$ cat config.mk
export PLATFORM = sky130hd
export DESIGN_NAME = xor_addr_reg
export DESIGN_NICKNAME = d
export VERILOG_FILES = /design/src/rtl/xor_addr_reg.sv
export SDC_FILE = /design/constraint.sdc
export NUM_CORES = 1
export LEC_CHECK = 0
export ABC_AREA = 0
export BUFFER_PORTS_ARGS = -buffer_cell sky130_fd_sc_hd__buf_2
export CORE_ASPECT_RATIO = 1.75
export CORE_MARGIN = 2
export CORE_UTILIZATION = 37
export DETAILED_ROUTE_END_ITERATION = 8
export SLEW_MARGIN = 20
export SYNTH_ARGS = -nofsm -noshare
export SYNTH_HDL_FRONTEND = slang
export SYNTH_SLANG_ARGS = --single-unit
$ cat constraint.sdc
create_clock -name clk -period 2.66 [get_ports clk]
set_clock_uncertainty 0.1 [all_clocks]
set_input_delay 0.532 -clock clk [delete_from_list [all_inputs] [get_ports clk]]
set_output_delay 0.532 -clock clk [all_outputs]
set_load 0.05 [all_outputs]
$ cat src/rtl/xor_addr_reg.sv
module xor_addr_reg #(
  parameter int AW = 20,
  parameter logic [AW-1:0] MASK = 20'hAAAAA
) (
  input  logic          clk,
  input  logic          rst_n,
  input  logic          ld_en,
  input  logic          inc_en,
  input  logic [AW-1:0] ld_data,
  output logic [AW-1:0] addr
);

  logic [AW-1:0] phys_q;
  logic [AW-1:0] logic_cur;
  logic [AW-1:0] phys_inc;

  assign logic_cur = phys_q ^ MASK;
  assign phys_inc  = (logic_cur + AW'(1)) ^ MASK;
  assign addr      = phys_q;

  always_ff @(posedge clk or negedge rst_n) begin
    if (!rst_n)      phys_q <= '0;
    else if (ld_en)  phys_q <= ld_data;
    else if (inc_en) phys_q <= phys_inc;
  end

  AST_LOAD_RAW: assert property (@(posedge clk) disable iff (!rst_n)
    ld_en |=> addr == $past(ld_data));

  AST_LOGICAL_STEP: assert property (@(posedge clk) disable iff (!rst_n)
    (inc_en && !ld_en) |=> ((addr ^ MASK) == (($past(addr) ^ MASK) + AW'(1))));

  AST_IDLE_HOLD: assert property (@(posedge clk) disable iff (!rst_n)
    (!ld_en && !inc_en) |=> $stable(addr));

  AST_WRAP_ZERO: assert property (@(posedge clk) disable iff (!rst_n)
    (inc_en && !ld_en && addr == ~MASK) |=> addr == MASK);

endmodule

==> Implementation_results.wiki <==
{| class="wikitable"
! Metric !! Value
|-
| Hold WC Path Type || in -> async
|-
| Estimated wirelength of the detail-placed design || 2120 µm
|-
| CTS buffer count || 3
|-
| Number of max-cap violations || 0
|-
| PnR Total Power || 0.8387 mW
|-
| Crit end category || register
|-
| Global-route total usage across every layer || 0.1656
|-
| Result of the run || finished clean
|-
| H-tree depth reported by CTS || 1
|-
| Clock input transition at the sequential cells of the worst setup and hold paths || 0.08 ns
|-
| Setup repair after global routing missed its margin || false
|-
| Final max-slew violation count || 0
|-
| Count of port buffers added during placement || 43
|-
| Count of nets left with antenna violations after detail routing || 0
|-
| Non-filler cells in the finished layout || 212
|-
| 1st-pass router iterations || 4
|-
| Sequential-to-total area share from yosys stat || 0.4264
|-
| Synthesized cell area || 1174 µm²
|-
| Crit path required time || 2.74 ns
|-
| Reg2reg path depth || 4
|-
| Routed WL || 2897 µm
|-
| Worst VDD drop || 0.4616 mV
|-
| Initial cell density of the core || 0.3818
|-
| Switching part of the total power || 0.3893
|-
| Combinational share of power || 0.308
|-
| Final hold violations || 0
|-
| Height of the die || 78.51 µm
|-
| Register share of total power || 0.447
|-
| Most numerous cell types in the synthesized netlist || sky130_fd_sc_hd__dfrtp_1 (20), sky130_fd_sc_hd__nand2_1 (19), sky130_fd_sc_hd__o21ai_0 (17), sky130_fd_sc_hd__xnor2_1 (12)
|-
| Pwr dens || 578.4 nW/µm²
|-
| Fraction of layout instances using a drive strength above 1 || 0.2959
|-
| Die area || 3656 µm²
|-
| Sort of element at the start of the critical path || register
|-
| Maximum clock rate || 0.4353 GHz
|-
| Number of enable-type register cells in the synthesized netlist || 0
|-
| Global-route wire length before repair || 4602 µm
|-
| Total of cells resized after clock tree synthesis || 0
|-
| Worst-case headroom to the max-slew limit || 0.6509
|-
| Average wire length per cell after detail routing || 13.67 µm
|-
| Top_reg_cell synth || sky130_fd_sc_hd__dfrtp_1
|-
| Total number of yosys warnings || 0
|-
| Post-synthesis share of cell area spent on xor and xnor gates || 0.1045
|-
| Count leader, synth || sky130_fd_sc_hd__dfrtp_1
|-
| Fraction of synthesized area in multiplexers || 0
|-
| Vias/cell || 5.189
|-
| Synthesized-area fraction occupied by ao, oa, aoi and oai cells || 0.1322
|-
| Total number of placement rows || 27
|-
| Maximum number of buffers from clock root to sink || 2
|-
| I/O pin count || 44
|-
| Post-route fraction of the period consumed by the critical path || 0.8635
|-
| Overall overflow remaining after global route || 0
|-
| Relative contribution of the clock network to total power || 0.244
|-
| Synth top area share || 0.4264
|-
| Iteration-0 DRC Markers || 16
|-
| Static Leakage || 0.6135 nW
|-
| Cells after synthesis || 130
|-
| Largest family of logic cells by synthesized area || simple AND/OR/NAND/NOR gates
|-
| Fill cell total of the finished layout || 320
|-
| Fraction of synthesis flops using an asynchronous set or reset pin || 1.000
|-
| Power Internal || 0.5122 mW
|-
| Post-synthesis share of cell area spent on and, or, nand and nor gates || 0.2846
|-
| Pin slew with the least headroom to its limit || 0.5237 ns
|-
| Largest fanout on the critical path || 10
|-
| Max reg flops || 20
|-
| Sink Count || 20
|-
| Setup bufs post-CTS || 0
|-
| Slack of the worst reg-to-reg path || 0.36 ns
|-
| Top post-synthesis cells by area || sky130_fd_sc_hd__dfrtp_1 (43%), sky130_fd_sc_hd__xnor2_1 (9.0%), sky130_fd_sc_hd__o21ai_0 (7.2%)
|-
| N_diodes || 0
|-
| Final core utilization || 0.4717
|-
| Area of the placeable core || 3074 µm²
|-
| Worst flop-to-flop path endpoint || addr[17]
|-
| Vias post-DR || 1100
|-
| Antenna violations before repair || 0
|-
| X dimension of the die || 46.58 µm
|-
| R2r startpoint || addr[3]
|-
| Minimum period implied by the final worst setup slack || 2.297 ns
|-
| CTS Hold Buffers Added || 0
|-
| Flip-flop and latch area || 500.5 µm²
|-
| Cell variety after synth || 32
|-
| Area of the multi-input gates || 624.3 µm²
|-
| Weighted congestion reported at the end of routability-driven placement || 0.7717
|-
| Synth Net Count || 155
|-
| Critical path class || reg -> reg
|-
| Signal arrival time at the worst endpoint || 2.38 ns
|-
| DRC violation count after routing || 0
|-
| Crit. Startpoint || addr[3]
|-
| Largest net degree at the start of global routing || 37
|-
| TNS Setup || 0 ns
|-
| Via count of the first global-routing pass || 1023
|-
| Post-synthesis to final-layout area growth || 23.56%
|-
| Final setup vio count || 0
|-
| Nets || 196
|-
| CTS tree || yes
|-
| Total instance count after detailed placement || 209
|-
| Clock insertion delay at the later pin of the skew report || 0.26 ns
|-
| Clock root buffer master || sky130_fd_sc_hd__clkbuf_8
|-
| Flip-flop and latch count after synthesis || 20
|-
| Post-synthesis cell type with the largest combined area || sky130_fd_sc_hd__dfrtp_1
|-
| Last element of the critical path || addr[17]
|-
| Adder-cell share of the synthesized area || 0.01066
|-
| Average footprint of a synthesized cell || 9.028 µm²
|-
| Switching component of the power || 0.3265 mW
|}
-- layout make-up --
cell class / count / share of cell area
clock buffers: 3 / 0.02847
inverters: 4 / 0.01035
multi-input cells: 99 / 0.4305
flip-flops and latches: 20 / 0.3451
well taps: 43 / 0.03710
repair buffers: 43 / 0.1484
-- routing by layer --
layer  up-vias  global-route usage  share of wire
li1        542                   -              -
met1       516              0.2055           0.41
met2        36              0.2806           0.53
met3         6             0.02299          0.042
met4         0             0.05429          0.018
met5         -                   0              0
-- worst min path at each step --
stage | cells after the start | slack (ns) | end
floorplan | 0 | 0.14 | addr[0]
global placement | 1 | 0.41 | addr[19]
detailed placement | 1 | 0.42 | addr[19]
CTS | 1 | 0.14 | addr[19]
global route | 1 | 0.15 | addr[19]
finish | 1 | 0.12 | addr[19]
-- critical path, cell delays in order (launching register included) --
cell                      delay (ns)
sky130_fd_sc_hd__dfrtp_1        0.43
sky130_fd_sc_hd__or3b_1         0.53
sky130_fd_sc_hd__or4_4          0.62
sky130_fd_sc_hd__or3_1          0.36
sky130_fd_sc_hd__a31oi_1        0.17
-- power by group through the flow --
stage               sequential (mW)  clock, mW  combinational [mW]
floorplan                     0.477          0              0.0884
global placement              0.378          0               0.256
detailed placement            0.381          0               0.260
CTS                           0.375      0.207               0.261
global route                  0.381      0.220               0.277
finish                        0.375      0.205               0.259
-- layout by cell type (no fill, tap or decap), drive strengths merged --
cell      n
nand2b    3
clkbuf    3
nand3b    2
nand2    19
a21oi     2
buf      43
inv       4
a31oi     3
xor2      2
nand3     3
nor2      6
or3       2
o21ai    18
a31o      1
a32o      1
or4       1
or4bb     1
ha        1
dfrtp    20
nand4bb   2
nor4      5
nor4b     2
or3b      1
nor3      3
xnor2    12
a21bo     1
o31ai     1
nor3b     1
nor2b     2
nand4b    4
-- per-stage QoR --
stage / setup WS [ns] / hold slack (ns) / cell area (µm²)
2_1_floorplan: 0.2508 / 0.1364 / 1174
3_3_place_gp: 0.4582 / 0.4114 / 1409
5_1_grt: 0.2900 / 0.1499 / 1450
4_1_cts: 0.3796 / 0.1380 / 1450
6_report: 0.3630 / 0.1154 / 1450
3_5_place_dp: 0.4034 / 0.4199 / 1409
-- cell families (layout without fill, tap and decap cells) --
logic type | count (synthesis) | after routing
xor gates and xnor gates | 14 | 14
buffers and inverters | 11 | 50
AOI/OAI and AO/OA | 27 | 27
adders and majority gates | 1 | 1
and+or+nand+nor | 57 | 57
DFF | 20 | 20
Note: power is estimated with default switching activity, not from simulation.
